--- config.mk ---
export PLATFORM = sky130hd
export DESIGN_NAME = pt_walker
export DESIGN_NICKNAME = d
export VERILOG_FILES = /design/src/rtl/pw_pkg.sv /design/src/rtl/pw_entry_addr.sv /design/src/rtl/pw_entry_check.sv /design/src/rtl/pw_pa_compose.sv /design/src/rtl/pt_walker.sv
export SDC_FILE = /design/constraint.sdc
export NUM_CORES = 1
export LEC_CHECK = 0
export ABC_CLOCK_PERIOD_IN_PS = 8440
export BUFFER_PORTS_ARGS = -buffer_cell sky130_fd_sc_hd__buf_4
export CAP_MARGIN = 20
export CORE_AREA = 4 4 199 201
export DETAILED_ROUTE_END_ITERATION = 8
export DIE_AREA = 0 0 203 205
export HOLD_SLACK_MARGIN = 0.1
export RECOVER_POWER = 25
export SYNTH_ARGS = -nofsm -noshare
export SYNTH_HDL_FRONTEND = slang
export SYNTH_SLANG_ARGS = --single-unit
export TNS_END_PERCENT = 100
--- constraint.sdc ---
create_clock -name clk -period 8.44 [get_ports clk]
set_input_delay 0.844 -clock clk [delete_from_list [all_inputs] [get_ports clk]]
set_output_delay 0.844 -clock clk [all_outputs]
set_load 0.1 [all_outputs]
--- src/rtl/pw_pkg.sv ---
package pw_pkg;

    typedef enum logic [1:0] {
        PW_IDLE  = 2'd0,
        PW_ISSUE = 2'd1,
        PW_WAIT  = 2'd2,
        PW_FIN   = 2'd3
    } pw_state_e;

    localparam int PW_ERR_W    = 4;
    localparam int PW_ERR_LEAF = 0;
    localparam int PW_ERR_WR   = 1;
    localparam int PW_ERR_USR  = 2;
    localparam int PW_ERR_EXE  = 3;

    // Entry bit positions used by the walker
    localparam int PW_B_PRESENT = 0;
    localparam int PW_B_WRITE   = 1;
    localparam int PW_B_USER    = 2;
    localparam int PW_B_LARGE   = 7;
    localparam int PW_B_NOEXEC  = 63;

    function automatic logic [63:0] pw_root_base(input logic [63:0] cr3,
                                                 input logic wide,
                                                 input logic lm);
        if (wide && lm)
            return {12'h0, cr3[51:12], 12'h0};
        else if (wide)
            return {12'h0, cr3[51:5], 5'h0};
        else
            return {32'h0, cr3[31:12], 12'h0};
    endfunction

    function automatic logic [63:0] pw_next_base(input logic [63:0] entry,
                                                 input logic wide);
        if (wide)
            return {12'h0, entry[51:12], 12'h0};
        else
            return {32'h0, entry[31:12], 12'h0};
    endfunction

endpackage

--- src/rtl/pw_entry_addr.sv ---
module pw_entry_addr #(
    parameter int VA_W  = 48,
    parameter int PA_W  = 52,
    parameter int LVL_W = 3
) (
    input  logic [PA_W-1:0]  base_i,
    input  logic [VA_W-1:0]  va_i,
    input  logic [LVL_W-1:0] lvl_i,
    input  logic             wide_i,
    output logic [PA_W-1:0]  addr_o
);
    localparam int OFF_W = 13;

    logic [63:0]      va64;
    logic [63:0]      shifted;
    logic [5:0]       amt;
    logic [9:0]       idx;
    logic [OFF_W-1:0] off;

    assign va64 = {{(64 - VA_W){1'b0}}, va_i};

    always_comb begin
        int step;
        step    = wide_i ? 9 : 10;
        amt     = 6'(12 + step * (int'(lvl_i) - 1));
        shifted = va64 >> amt;
        idx     = wide_i ? {1'b0, shifted[8:0]} : shifted[9:0];
        off     = wide_i ? {idx, 3'b000} : {1'b0, idx, 2'b00};
    end

    assign addr_o = base_i + {{(PA_W - OFF_W){1'b0}}, off};

endmodule

--- src/rtl/pw_entry_check.sv ---
module pw_entry_check
    import pw_pkg::*;
#(
    parameter int LVL_W = 3
) (
    input  logic [63:0]      entry_i,
    input  logic [LVL_W-1:0] lvl_i,
    input  logic             wide_i,
    input  logic             lm_i,
    input  logic             wp_i,
    input  logic             wr_i,
    input  logic             usr_i,
    input  logic             exe_i,
    output logic             fault_o,
    output logic             large_o,
    output logic             leaf_o,
    output logic             page_hit_o
);
    logic present;
    logic ptr_level;
    logic perm_bad;

    assign present   = entry_i[PW_B_PRESENT];
    // three-level top pointer: presence only
    assign ptr_level = wide_i && !lm_i && (lvl_i == LVL_W'(3));

    assign large_o   = !ptr_level && (lvl_i == LVL_W'(2)) && entry_i[PW_B_LARGE];
    assign leaf_o    = large_o || (lvl_i == LVL_W'(1));
    assign page_hit_o = present && !ptr_level && leaf_o;

    assign perm_bad  = !ptr_level &&
                       ((wp_i && wr_i && !entry_i[PW_B_WRITE]) ||
                        (usr_i && !entry_i[PW_B_USER]) ||
                        (wide_i && exe_i && entry_i[PW_B_NOEXEC]));

    assign fault_o   = !present || perm_bad;

endmodule

--- src/rtl/pw_pa_compose.sv ---
module pw_pa_compose #(
    parameter int VA_W = 48,
    parameter int PA_W = 52
) (
    input  logic [63:0]     entry_i,
    input  logic [VA_W-1:0] va_i,
    input  logic            wide_i,
    input  logic            large_i,
    output logic [PA_W-1:0] pa_o
);
    logic [63:0] va64;
    logic [63:0] full;

    assign va64 = {{(64 - VA_W){1'b0}}, va_i};

    always_comb begin
        full = '0;
        if (large_i && wide_i) begin
            full = {12'h0, entry_i[51:21], va64[20:0]};
        end else if (large_i) begin
            full[39:32] = entry_i[20:13];
            full[31:22] = entry_i[31:22];
            full[21:0]  = va64[21:0];
        end else if (wide_i) begin
            full = {12'h0, entry_i[51:12], va64[11:0]};
        end else begin
            full = {32'h0, entry_i[31:12], va64[11:0]};
        end
    end

    assign pa_o = full[PA_W-1:0];

endmodule

--- src/rtl/pt_walker.sv ---
module pt_walker
    import pw_pkg::*;
#(
    parameter int VA_W = 48,
    parameter int PA_W = 52
) (
    input  logic                clk,
    input  logic                rst_n,
    input  logic                start_i,
    input  logic [VA_W-1:0]     va_i,
    input  logic                acc_wr_i,
    input  logic                acc_usr_i,
    input  logic                acc_exe_i,
    input  logic [63:0]         cr3_i,
    input  logic                pg_en_i,
    input  logic                pae_i,
    input  logic                lm_i,
    input  logic                wp_i,
    output logic                rd_req_o,
    output logic [PA_W-1:0]     rd_addr_o,
    output logic                rd_wide_o,
    input  logic                rd_valid_i,
    input  logic [63:0]         rd_data_i,
    output logic                done_o,
    output logic                ok_o,
    output logic [PA_W-1:0]     pa_o,
    output logic [PW_ERR_W-1:0] err_o
);
    localparam int LVL_W = 3;

    typedef struct packed {
        pw_state_e              st;
        logic [LVL_W-1:0]       lvl;
        logic [PA_W-1:0]        base;
        logic [VA_W-1:0]        va;
        logic                   wr;
        logic                   usr;
        logic                   exe;
        logic                   pg;
        logic                   wide;
        logic                   lm;
        logic                   wp;
        logic [PA_W-1:0]        pa;
        logic                   ok;
        logic [PW_ERR_W-1:0]    err;
    } walk_t;

    walk_t walk_q, walk_d;

    logic [63:0]         entry;
    logic [PA_W-1:0]     ent_addr;
    logic                chk_fault, chk_large, chk_leaf, chk_hit;
    logic [PA_W-1:0]     leaf_pa;
    logic [63:0]         root64, next64;
    logic [LVL_W-1:0]    top_lvl;
    logic [PA_W-1:0]     va_ext;
    logic [PW_ERR_W-1:0] acc_bits;

    assign entry   = walk_q.wide ? rd_data_i : {32'h0, rd_data_i[31:0]};
    assign root64  = pw_root_base(cr3_i, pae_i, lm_i);
    assign next64  = pw_next_base(entry, walk_q.wide);
    assign top_lvl = pae_i ? (lm_i ? LVL_W'(4) : LVL_W'(3)) : LVL_W'(2);
    assign va_ext  = {{(PA_W - VA_W){1'b0}}, va_i};

    always_comb begin
        acc_bits             = '0;
        acc_bits[PW_ERR_WR]  = walk_q.wr;
        acc_bits[PW_ERR_USR] = walk_q.usr;
        acc_bits[PW_ERR_EXE] = walk_q.exe;
        acc_bits[PW_ERR_LEAF] = chk_hit;
    end

    pw_entry_addr #(.VA_W(VA_W), .PA_W(PA_W), .LVL_W(LVL_W)) u_addr (
        .base_i (walk_q.base),
        .va_i   (walk_q.va),
        .lvl_i  (walk_q.lvl),
        .wide_i (walk_q.wide),
        .addr_o (ent_addr)
    );

    pw_entry_check #(.LVL_W(LVL_W)) u_check (
        .entry_i    (entry),
        .lvl_i      (walk_q.lvl),
        .wide_i     (walk_q.wide),
        .lm_i       (walk_q.lm),
        .wp_i       (walk_q.wp),
        .wr_i       (walk_q.wr),
        .usr_i      (walk_q.usr),
        .exe_i      (walk_q.exe),
        .fault_o    (chk_fault),
        .large_o    (chk_large),
        .leaf_o     (chk_leaf),
        .page_hit_o (chk_hit)
    );

    pw_pa_compose #(.VA_W(VA_W), .PA_W(PA_W)) u_compose (
        .entry_i (entry),
        .va_i    (walk_q.va),
        .wide_i  (walk_q.wide),
        .large_i (chk_large),
        .pa_o    (leaf_pa)
    );

    always_comb begin
        walk_d = walk_q;
        unique case (walk_q.st)
            PW_IDLE: begin
                if (start_i) begin
                    walk_d.va   = va_i;
                    walk_d.wr   = acc_wr_i;
                    walk_d.usr  = acc_usr_i;
                    walk_d.exe  = acc_exe_i;
                    walk_d.pg   = pg_en_i;
                    walk_d.wide = pae_i;
                    walk_d.lm   = pae_i & lm_i;
                    walk_d.wp   = wp_i;
                    walk_d.err  = '0;
                    walk_d.ok   = 1'b0;
                    walk_d.pa   = '0;
                    if (!pg_en_i) begin
                        walk_d.pa = va_ext;
                        walk_d.ok = 1'b1;
                        walk_d.st = PW_FIN;
                    end else begin
                        walk_d.lvl  = top_lvl;
                        walk_d.base = root64[PA_W-1:0];
                        walk_d.st   = PW_ISSUE;
                    end
                end
            end
            PW_ISSUE: walk_d.st = PW_WAIT;
            PW_WAIT: begin
                if (rd_valid_i) begin
                    walk_d.err = walk_q.err | acc_bits;
                    if (chk_fault) begin
                        walk_d.ok = 1'b0;
                        walk_d.pa = '0;
                        walk_d.st = PW_FIN;
                    end else if (chk_leaf) begin
                        walk_d.ok = 1'b1;
                        walk_d.pa = leaf_pa;
                        walk_d.st = PW_FIN;
                    end else begin
                        walk_d.lvl  = walk_q.lvl - LVL_W'(1);
                        walk_d.base = next64[PA_W-1:0];
                        walk_d.st   = PW_ISSUE;
                    end
                end
            end
            PW_FIN:  walk_d.st = PW_IDLE;
            default: walk_d.st = PW_IDLE;
        endcase
    end

    always_ff @(posedge clk) begin
        if (!rst_n) walk_q <= '0;
        else        walk_q <= walk_d;
    end

    assign rd_req_o  = (walk_q.st == PW_ISSUE);
    assign rd_addr_o = ent_addr;
    assign rd_wide_o = walk_q.wide;
    assign done_o    = (walk_q.st == PW_FIN);
    assign ok_o      = walk_q.ok;
    assign pa_o      = walk_q.pa;
    assign err_o     = walk_q.err;

    // done lasts exactly one cycle
    a_r14_done_pulse: assert property (@(posedge clk) disable iff (!rst_n)
        done_o |=> !done_o);

    // results held while idle without a start
    a_r14_hold_idle: assert property (@(posedge clk) disable iff (!rst_n)
        (walk_q.st == PW_IDLE && !start_i) |=>
            ($stable(pa_o) && $stable(ok_o) && $stable(err_o)));

    // unpaged request finishes next cycle with success and no read
    a_r1_passthrough: assert property (@(posedge clk) disable iff (!rst_n)
        (walk_q.st == PW_IDLE && start_i && !pg_en_i) |=>
            (done_o && ok_o && !rd_req_o));

    // absent entry ends the walk with a fault
    a_r5_absent_faults: assert property (@(posedge clk) disable iff (!rst_n)
        (walk_q.st == PW_WAIT && rd_valid_i && !entry[PW_B_PRESENT]) |=>
            (done_o && !ok_o));

    // entry reads are aligned to the entry size
    a_r3_aligned_read: assert property (@(posedge clk) disable iff (!rst_n)
        rd_req_o |-> (rd_wide_o ? (rd_addr_o[2:0] == 3'b000)
                                : (rd_addr_o[1:0] == 2'b00)));

    // one read outstanding at a time
    a_r2_single_request: assert property (@(posedge clk) disable iff (!rst_n)
        rd_req_o |=> !rd_req_o);

    // a successful paged walk always reached a leaf entry
    a_r13_leaf_flag: assert property (@(posedge clk) disable iff (!rst_n)
        (done_o && ok_o && walk_q.pg) |-> err_o[PW_ERR_LEAF]);

endmodule

**After elaboration in Yosys (flattened, before gate mapping)**

Cells that the tools add are included.

- Add/sub/neg operators: 4
- $mul: 1
- Eq/ne operators: 12
- Shifts and indexed selects: 1
- Multiplexer cells: 28
- Bitwise operators: 2
- Reduce and logical (&&, ||, !) cells: 30

Operator list:

| kind | number |
|---|---|
| $mux 52 | 5 |
| $mux 169 | 1 |
| $mux 55 | 3 |
| $mux 57 | 2 |
| $pmux 57 s2 | 1 |
| $pmux 55 s2 | 1 |
| $mux 53 | 2 |
| $mux 64 | 1 |
| $add 52x13->52 | 1 |
| $mux 49 | 1 |
| $shr 48x6->10 | 1 |
| $mux 40 | 1 |
| $mul 32x32->6 | 1 |
| $logic_and 1x1->1 | 14 |
| $mux 13 | 1 |
| $mux 12 | 1 |
| $mux 10 | 1 |
| $ne 2x2->1 const B | 5 |
| $mux 2 | 4 |
| $pmux 2 s4 | 1 |
| $add 5x6->6 const A | 1 |
| $eq 3x2->1 const B | 2 |
| $mux 3 | 2 |
| $reduce_and 6->1 | 1 |
| other kinds (15) | 24 |

- Flip-flop bits (word level): 169
- Output and inout port bits: 112

**Depth between registers and ports, before layout**

Gate-level depths: netlist (run 1).

- Word-level depth: 12
- Gate-level depth with buffers: 28

**Hierarchy**

From an unflattened synthesis (run 1), not the netlist that was laid out.

- Cell total of the unflattened synthesis: 1479
- Area, all modules: 11832.6 µm²

By module, submodules not included:

| module | times used | cells each | area each (µm²) | seq. area each (µm²) |
|---|---|---|---|---|
| pt_walker | 1 | 861 | 7140.6 | 3263.1 |
| pw_entry_addr | 1 | 549 | 4134.0 | 0.0 |
| pw_pa_compose | 1 | 57 | 470.5 | 0.0 |
| pw_entry_check | 1 | 12 | 87.6 | 0.0 |

**Worst setup path before layout (run 1)**

Ideal clock, no wire load.

- Path kind: reg2out
- Start: reg walk_q, in the netlist rd_wide_o
- End: out rd_addr_o[39]
- Arrival time: 8256 ps
- Data required time: 7596 ps
- Slack: -660 ps
- Stages on the path, launching flop included: 26
- Path buffers: 4
- Cell sequence: dfxtp_1 buf_6 buf_2 clkbuf_1 buf_1 nand2b_1 ha_1 inv_1 fa_1 fa_1 inv_1 fa_1 xor2_1 xnor3_1 nand2_1 a311oi_1 o22a_1 mux2_2 ha_1 a21o_1 a21oi_1 o311ai_2 a21oi_1 or4_1 nor2_1 xor2_1

- Longest elaborated chain between the ends: 7

RTL lines:

| item | RTL line | text |
|---|---|---|
| start, declared | pt_walker.sv:48 | `walk_t walk_q, walk_d;` |
| start signal, assigned | pt_walker.sv:157 | `else walk_q <= walk_d;` |
| $mux 2 | pw_entry_addr.sv:24 | `step = wide_i ? 9 : 10;` |
| $mul 32x32->6 | pw_entry_addr.sv:25 | `amt = 6'(12 + step * (int'(lvl_i) - 1));` |
| $add 5x6->6 | pw_entry_addr.sv:25 |  |
| $shr 48x6->10 | pw_entry_addr.sv:26 | `shifted = va64 >> amt;` |
| $mux 10 | pw_entry_addr.sv:27 | `idx = wide_i ? {1'b0, shifted[8:0]} : shifted[9:0];` |
| $mux 13 * | pw_entry_addr.sv:28 | `off = wide_i ? {idx, 3'b000} : {1'b0, idx, 2'b00};` |
| $add 52x13->52 * | pw_entry_addr.sv:31 | `assign addr_o = base_i + {{(PA_W - OFF_W){1'b0}}, off};` |
| end, declared | pt_walker.sv:20 | `output logic [PA_W-1:0] rd_addr_o,` |

Mark *: on every way between the ends. The rest lies on a longest branch, timed or not.

**Final worst setup path (run 1)**

- Start: reg walk_q[165] (netlist name)
- End: out rd_addr_o[39]

- Longest elaborated chain between the ends: 7

RTL lines:

| item | RTL line |
|---|---|
| $sub 3x1->4 | pw_entry_addr.sv:25 |
| $mul 32x32->6 | pw_entry_addr.sv:25 |
| $add 5x6->6 | pw_entry_addr.sv:25 |
| $shr 48x6->10 | pw_entry_addr.sv:26 |
| $mux 10 | pw_entry_addr.sv:27 |
| $mux 13 | pw_entry_addr.sv:28 |
| $add 52x13->52 | pw_entry_addr.sv:31 |

Every way passes these cells.

==> results of run 1 <==
-- cells in the mapped netlist (3+ instances only) --
cell	n
nand2_1	211
dfxtp_1	163
nor2_1	97
clkbuf_1	80
a21boi_0	63
buf_4	60
a221oi_1	54
nor3b_1	53
nand3_1	48
mux4_2	37
mux2i_1	36
o211a_1	35
xnor2_1	27
a32oi_1	26
a21oi_1	24
inv_1	23
xor2_1	21
buf_2	19
ha_1	18
mux2_2	17
nor3_1	13
and3_1	12
nand4_1	12
nor2b_1	11
o21ai_0	11
a211oi_1	9
a22o_1	9
nand2b_1	9
a31oi_1	8
and2_1	8
buf_1	7
o211ai_1	7
a21o_1	6
and4_1	5
buf_6	5
a211o_1	4
a21boi_1	4
fa_1	4
o22a_1	4
a311oi_1	3
a41oi_1	3
-- state kept, by name, summed over array words and instances (netlist names) --
register   count
walk_q       102
pa_o          52
err_o          4
acc_bits       3
ok_o           1
rd_wide_o      1
-- worst max-delay path: cells and delay by family (launching register included) --
kind | cells | cell delay [ps]
adder cells (fa/ha/maj) | 6 | 2160
multiplexers | 1 | 300
AND/OR/NAND/NOR | 3 | 860
XOR/XNOR | 4 | 1100
flip-flops | 1 | 420
buffers and inverters | 5 | 780
AO/OA/AOI/OAI | 7 | 1160
-- area by class of cell --
class,instances,area (um2)
Multi-Input combinational cell,954,7340
Clock buffer,22,474
Inverter,25,93.8
Sequential cell,163,3270
Tap cell,511,639
Fill cell,3900,23700
Timing Repair Buffer,290,1970
Clock inverter,9,129
-- cells by family (layout without fill, tap and decap cells) --
family                     after synthesis  count (layout)
xor gates and xnor gates                51              51
AOI/OAI and AO/OA                      293             293
muxes                                   91              91
buffers and inverters                  196             346
other                                    1               4
adders and majority gates               22              22
DFF                                    163             163
and+or+nand+nor                        493             493
-- power groups by stage --
stage          Sequential, mW  Combinational, mW  Clock, mW
5_1_grt                 0.938               3.74      0.864
2_1_floorplan           0.923               2.74          0
3_3_place_gp            0.940               3.54          0
4_1_cts                 0.927               3.55      0.834
6_report                0.927               3.52      0.815
3_5_place_dp            0.944               3.54          0
-- per-layer routing --
metal,part of all wire,track usage
met1,0.44,0.251
met4,0.018,0.0427
met3,0.060,0.0435
met2,0.48,0.318
met5,0,0
-- final timing paths --
check                           slack [ps]  depth (start not counted)                     start                       end
worst min-delay path                   470                          2  walk_q[122]$_SDFFE_PN0P_  walk_q[122]$_SDFFE_PN0P_
worst max register to register        5000                          9  walk_q[164]$_SDFFE_PN0P_     pa_o[21]$_SDFFE_PN0P_
worst min register to register         470                          2  walk_q[122]$_SDFFE_PN0P_  walk_q[122]$_SDFFE_PN0P_
worst max-delay path                   380                         26  walk_q[165]$_SDFFE_PN0P_             rd_addr_o[39]
-- cell usage in the layout, fill, tap and decap left out, drive strengths merged, types with 37 or more instances in the layout --
cell type  count
nor3b         53
nand3         48
nor2          97
nand2        211
mux2i         37
clkbuf        80
a21boi        67
buf          232
mux4          37
dfxtp        163
a221oi        54
==> qor.yml, run 1 <==
finish:
  area_delta_synth_final_pct: 24.3
  fin_util: 0.370
  drive_gt1_frac: 0.260
  nets: 1660
  diodes: 0
  final_cells: 1974
  design_area_mm2: 0.0139
timing:
  layout_setup_ws_ps: 384
  finalSetupViolCount: 0
  finalCritPeriodShare: 0.954
  slew_headroom: -0.726
  final-hold-violation-count: 0
  tightest_slew_ps: 2590
  finalSetupTns_ps: 0
  min_period_ps: 8060
  max_freq_ghz: 0.124
  rsz0062_at_grt: "no"
  holdWs_ps: 465
  drv_slew: 55
  skew_ps: 10.3
synthesis:
  synthAdderAreaFrac: 0.0273
  synth_top_area_share: 0.291
  synthMuxAreaShare: 0.126
  synthSimpleGateAreaFrac: 0.209
  synth_ff_type: "dfxtp_1"
  synth_top_area_cell: "dfxtp_1"
  synth_cell_types: 73
  synth_top_family_by_area: "compound AO/OA/AOI/OAI gates"
  synth_seq_area_share: 0.291
  syn_inst: 1310
  synthTopCellsByArea: "dfxtp_1 (29%), mux4_2 (7.4%), nand2_1 (7.1%)"
  synth_compound_area_frac: 0.211
  synth_edf_count: 0
  ys_seq_elements: 163
  synthesis.area_mm2: 0.0112
  synth_xor_xnor_area_share: 0.0437
  ys_async_sr_fraction: 0
  synth_warnings: 0
  syn_avg_cell_area_um2: 8.55
route:
  drc: 0
  ant_nets: 0
  via_per_inst: 5.34
  drtPass1Iterations: 5
  drtIter0Drc: 734
  wl_per_cell_um: 20.7
  routed_wirelength_mm: 40.8
  vias: 10549
power:
  clock_power_share: 0.155
  leakagePower_nw: 5.73
  peakVddDrop_mv: 0.270
  intPower_mw: 2.34
  combPwrFrac: 0.669
  swShare: 0.556
  power_mw: 5.26
  pwr_density_cell_mw_per_mm2: 378
  seqPwrFrac: 0.176
  p_switching_mw: 2.92
place:
  place_hpwl_mm: 30.7
  portBuffers: 260
  pre_cts_ws_ps: 531
  place_area_mm2: 0.0135
  gp_congestion: 0.879
  dp.cells: 1942
status:
  status: "complete, but fails checks"
  violations: "max-capacitance violations, max-slew violations"
global_routing:
  grt_overflow: 0
  antenna_found_initial: 0
  first_global_vias: 10363
  grt_usage: 0.190
  grt_pass1_wl_mm: 61.9
  grt_start_max_net_pins: 83
worst_setup_path:
  crit_fanout: 8
  worstPathArrival_ps: 7210
  worstSetupPathType: "reg -> out"
  max_stage_delay_ps: 590
  cp-start-kind: "register"
  crit_slowest_cell: "xor3_2"
  crit_path_end_kind: "output port"
  required_ps: 7600
clocking:
  path_clk_slew_ps: 70
  clock-root-buffer: "clkbuf_16"
  cts_setup_buffers: 0
  h-tree-depth: 4
  clock_sinks: 163
  numCtsBuffers: 17
  post_cts_resized: 0
  cts_max_path_buffers: 2
  tritoncts: "built"
  hold_buffers: 0
  insertion_delay_ps: 450
die:
  die_h_um: 205
  io_pins: 299
  start_util: 0.298
  coreArea_mm2: 0.0376
  die_area_mm2: 0.0416
  die_w_um: 203
  placementRows: 71
flow_run:
  cap_violations: 1
worst_hold_path:
  hp-class: "reg -> reg"
No activity file was read; power rests on OpenSTA's default activity.
==> run 2, diff against run 1 <==
--- a/config.mk
+++ b/config.mk
@@ -14,2 +14,3 @@
 export HOLD_SLACK_MARGIN = 0.1
+export PLACE_DENSITY = 0.54
 export RECOVER_POWER = 25
==> constraint.sdc (replaced) <==
create_clock -name clk -period 8.44 [get_ports clk]
set_input_delay 1.688 -clock clk [delete_from_list [all_inputs] [get_ports clk]]
set_output_delay 1.688 -clock clk [all_outputs]
set_load 0.1 [all_outputs]
==> qor.yml, run 2 (same netlist as run 1, synthesis figures left out) <==
route:
  wl_per_cell_um: 21.1
  vias: 10662
  drtIter0Drc: 712
  drc: 0
  drtPass1Iterations: 5
  routed_wirelength_mm: 42.2
  via_per_inst: 5.32
  ant_nets: 0
finish:
  final_cells: 2004
  ff_latch_area_mm2: 0.00327
  area_delta_synth_final_pct: 32.6
  diodes: 0
  drive_gt1_frac: 0.311
  layout_common_cells: "buf_4 (260), nand2_1 (209), dfxtp_1 (161)"
  regMostFlops: "walk_q"
  nets: 1690
  multi_input_area_mm2: 0.00777
  layout_commonest_cell: "buf_4"
  largest_register_ffs: 102
  fillCellCount: 3830
global_routing:
  grt_usage: 0.196
  antenna_found_initial: 0
  grt_pass1_wl_mm: 63.9
  first_global_vias: 10621
  grt_overflow: 0
  grt_start_max_net_pins: 85
status:
  violations: "max-capacitance violations, max-slew violations"
  status: "complete, but fails checks"
worst_setup_path:
  crit_path_end_kind: "output port"
  worstPathArrival_ps: 6600
  r2r_slack_ps: 4790
  crit_fanout: 11
  cp-start-kind: "register"
  required_ps: 6750
  worstSetupPathType: "reg -> out"
  reg2reg_from: "walk_q[164]$_SDFFE_PN0P_"
  rr_endpoint: "pa_o[36]$_SDFFE_PN0P_"
  reg2reg_depth: 10
place:
  place_hpwl_mm: 31.9
  gp_congestion: 0.869
  pre_cts_ws_ps: -2.54
  dp.cells: 1962
  portBuffers: 260
clocking:
  path_clk_slew_ps: 70
  clock-root-buffer: "clkbuf_16"
  cts_max_path_buffers: 2
  insertion_delay_ps: 450
  numCtsBuffers: 17
  tritoncts: "built"
  clock_sinks: 163
  h-tree-depth: 4
  hold_buffers: 0
timing:
  finalSetupViolCount: 0
  skew_ps: 10.5
  rsz0062_at_grt: "yes"
  max_freq_ghz: 0.121
  drv_slew: 55
  slew_headroom: -0.773
  finalCritPeriodShare: 0.982
  tightest_slew_ps: 2660
  layout_setup_ws_ps: 153
  holdWs_ps: 461
  min_period_ps: 8290
  final-hold-violation-count: 0
die:
  die_area_mm2: 0.0416
  placementRows: 71
  die_w_um: 203
  io_pins: 299
  die_h_um: 205
  start_util: 0.298
  coreArea_mm2: 0.0376
worst_hold_path:
  hold-path-endpoint: "walk_q[58]$_SDFFE_PN0P_"
  worstHoldStart: "walk_q[58]$_SDFFE_PN0P_"
  holdPathStages: 2
  hp-class: "reg -> reg"
power:
  power_mw: 5.67
  leakagePower_nw: 6.10
  peakVddDrop_mv: 0.268
  pwr_density_cell_mw_per_mm2: 382
flow_run:
  cap_violations: 1
[run 2: power breakdown]
part	total (mW)	internal (mW)	switching, mW
clock	0.888	0.540	0.347
sequential	0.935	0.843	0.0917
combinational	3.85	1.26	2.59
[run 2: worst max-delay path, stage by stage, from the launching register on]
cell and delay (ps):
dfxtp_4 370, buf_4 190, nand2b_1 180, nor3_2 120, ha_1 250, ha_1 330
fa_1 550, inv_2 50, fa_2 360, xor2_2 200, xor3_2 460, o21ai_1 110
a31oi_1 70, o22a_1 260, mux2_4 290, ha_4 270, a21o_1 180, a21oi_4 80
o311ai_2 290, buf_4 220, a21oi_4 70, or4_4 580, buf_6 150, nor2_4 140
xor2_4 170, buf_12 190
[run 2: final cells by class]
class	instances	area share
Inverter	25	0.00657
Timing Repair Buffer	320	0.162
Multi-Input combinational cell	954	0.524
Sequential cell	163	0.220
Clock buffer	19	0.0305
Tap cell	511	0.0431
Clock inverter	12	0.0137
[run 2: routing by layer]
| layer | share of wire | up-vias | global-route usage |
|---|---|---|---|
| li1 | - | 5029 | - |
| met1 | 0.45 | 5310 | 0.260 |
| met2 | 0.48 | 284 | 0.328 |
| met3 | 0.055 | 39 | 0.0442 |
| met4 | 0.019 | 0 | 0.0468 |
| met5 | 0 | - | 0 |
[run 2: worst max-delay path by stage]
stage / start / end / slack (ps)
3_3_place_gp: walk_q[164]$_SDFFE_PN0P_ / rd_addr_o[49] / 60
4_1_cts: walk_q[164]$_SDFFE_PN0P_ / rd_addr_o[49] / -40
2_1_floorplan: walk_q[164]$_SDFFE_PN0P_ / rd_addr_o[39] / -1
5_1_grt: walk_q[164]$_SDFFE_PN0P_ / rd_addr_o[39] / -90
3_5_place_dp: walk_q[164]$_SDFFE_PN0P_ / rd_addr_o[49] / -3
6_report: walk_q[164]$_SDFFE_PN0P_ / rd_addr_o[39] / 150
[run 2: through the flow]
| stage | TNS (ps) | util | area, um2 |
|---|---|---|---|
| floorplan | -3.03 | - | 11800 |
| global placement | 0 | 0.370 | 13900 |
| detailed placement | -2.54 | 0.370 | 13900 |
| CTS | -42.3 | 0.391 | 14700 |
| global route | -373 | 0.395 | 14800 |
| finish | 0 | 0.395 | 14800 |
[run 2: repair_timing]
item / CTS / global route
gates cloned: 0 / 0
setup endpoints to repair: 38 / 39
buffers inserted: 3 / 7
resized for setup: 23 / 49
pin swaps: 3 / 11
==> run 3, diff against run 2 <==
- CORE_AREA: 4 4 199 201 -> 4 4 163 244
- DIE_AREA: 0 0 203 205 -> 0 0 167 248
==> qor.yml, run 3 (same netlist as run 1, synthesis figures left out) <==
status:
  status: "complete, but fails checks"
  violations: "max-capacitance violations, max-slew violations"
clocking:
  h-tree-depth: 4
  insertion_delay_ps: 460
  cts_max_path_buffers: 2
  numCtsBuffers: 17
  clock_sinks: 163
  clock-root-buffer: "clkbuf_16"
  tritoncts: "built"
  hold_buffers: 0
  path_clk_slew_ps: 70
global_routing:
  grt_overflow: 0
  grt_pass1_wl_mm: 62.9
  antenna_found_initial: 1
  first_global_vias: 10450
  grt_start_max_net_pins: 103
  grt_usage: 0.194
finish:
  fillCellCount: 3830
  layout_commonest_cell: "buf_4"
  largest_register_ffs: 102
  drive_gt1_frac: 0.311
  regMostFlops: "walk_q"
  nets: 1703
  layout_common_cells: "buf_4 (277), nand2_1 (209), dfxtp_1 (161)"
  area_delta_synth_final_pct: 31.8
place:
  place_hpwl_mm: 32.4
  portBuffers: 260
  gp_congestion: 0.894
  pre_cts_ws_ps: 105
timing:
  tightest_slew_ps: 2720
  skew_ps: 21.7
  finalCritPeriodShare: 0.970
  layout_setup_ws_ps: 255
  max_freq_ghz: 0.122
  drv_slew: 55
  slew_headroom: -0.815
  final-hold-violation-count: 0
  finalSetupViolCount: 0
  min_period_ps: 8180
worst_setup_path:
  cp-start-kind: "register"
  worstPathArrival_ps: 6500
  worstSetupPathType: "reg -> out"
  required_ps: 6750
  crit_fanout: 4
  crit_path_end_kind: "output port"
route:
  ant_nets: 0
  vias: 10729
  drtIter0Drc: 592
  drc: 0
  routed_wirelength_mm: 42.6
  drtPass1Iterations: 5
  via_per_inst: 5.37
  wl_per_cell_um: 21.3
power:
  pwr_density_cell_mw_per_mm2: 385
  leakagePower_nw: 6.13
  power_mw: 5.68
  peakVddDrop_mv: 0.933
die:
  start_util: 0.298
  placementRows: 87
  coreArea_mm2: 0.0376
  die_h_um: 248
  die_area_mm2: 0.0414
  die_w_um: 167
  io_pins: 299
worst_hold_path:
  hp-class: "reg -> reg"
flow_run:
  cap_violations: 1
run 3: repair_timing:
item / in CTS / in global routing
gates resized for setup: 23 / 24
setup buffers: 2 / 1
pin swaps: 4 / 10
cloned: 0 / 0
setup endpoints to repair: 38 / 37
run 3: per-stage QoR:
step	TNS (ps)	hold WS [ps]	instance area (um2)	cells	utilization
3_5_place_dp	0	459	14100	1961	0.375
4_1_cts	0	469	14800	1995	0.394
2_1_floorplan	-3.03	435	11800	1313	-
5_1_grt	-38.4	493	14800	1997	0.393
3_3_place_gp	0	452	14100	1961	0.375
6_report	0	462	14800	1997	0.393
run 3: final timing paths:
path | slack, ps | end | depth (start not counted) | from
max | 260 | rd_addr_o[39] | 27 | walk_q[164]$_SDFFE_PN0P_
min | 460 | pa_o[50]$_SDFFE_PN0P_ | 2 | pa_o[50]$_SDFFE_PN0P_
max reg2reg | 4880 | pa_o[29]$_SDFFE_PN0P_ | 10 | walk_q[164]$_SDFFE_PN0P_
min reg2reg | 460 | pa_o[50]$_SDFFE_PN0P_ | 2 | pa_o[50]$_SDFFE_PN0P_
run 3: critical path, stage by stage, from the launching register on:
cell and delay (ps):
dfxtp_4 360, inv_2 70, ha_4 140, xor2_2 150, nand2b_1 70, ha_1 270
inv_1 50, fa_2 360, fa_1 490, inv_1 60, fa_2 350, xor2_2 190
xor3_2 410, buf_6 150, o21ai_1 60, a31oi_1 70, o22a_1 260, mux2_4 300
ha_4 270, a21o_1 140, a21oi_2 80, o311ai_2 260, buf_4 200, a21oi_2 70
or4_4 560, nor2_4 160, xor2_4 170, buf_4 310
run 3: layer usage:
metal / GRT usage / routed length [um] / vias to the layer above
li1: - / - / 5075
met1: 0.225 / 16900 / 5280
met2: 0.357 / 22500 / 308
met3: 0.0303 / 1800 / 66
met4: 0.0761 / 1400 / 0
met5: 0 / 0 / -
run 3: power by group:
group / internal, mW / leakage (nW) / switching (mW)
logic: 1.35 / 4.49 / 2.60
clock network: 0.425 / 0.295 / 0.385
registers: 0.843 / 1.34 / 0.0883
total: 2.62 / 6.13 / 3.07
run 3: layout make-up:
| class | count | area [um2] | area share |
|---|---|---|---|
| Timing Repair Buffer | 333 | 2500 | 0.169 |
| Clock buffer | 17 | 425 | 0.0288 |
| Sequential cell | 163 | 3270 | 0.222 |
| Antenna cell | 1 | 2.50 | 0.000170 |
| Tap cell | 489 | 612 | 0.0415 |
| Multi-Input combinational cell | 954 | 7670 | 0.520 |
| Inverter | 25 | 93.8 | 0.00636 |
| Clock inverter | 15 | 184 | 0.0125 |
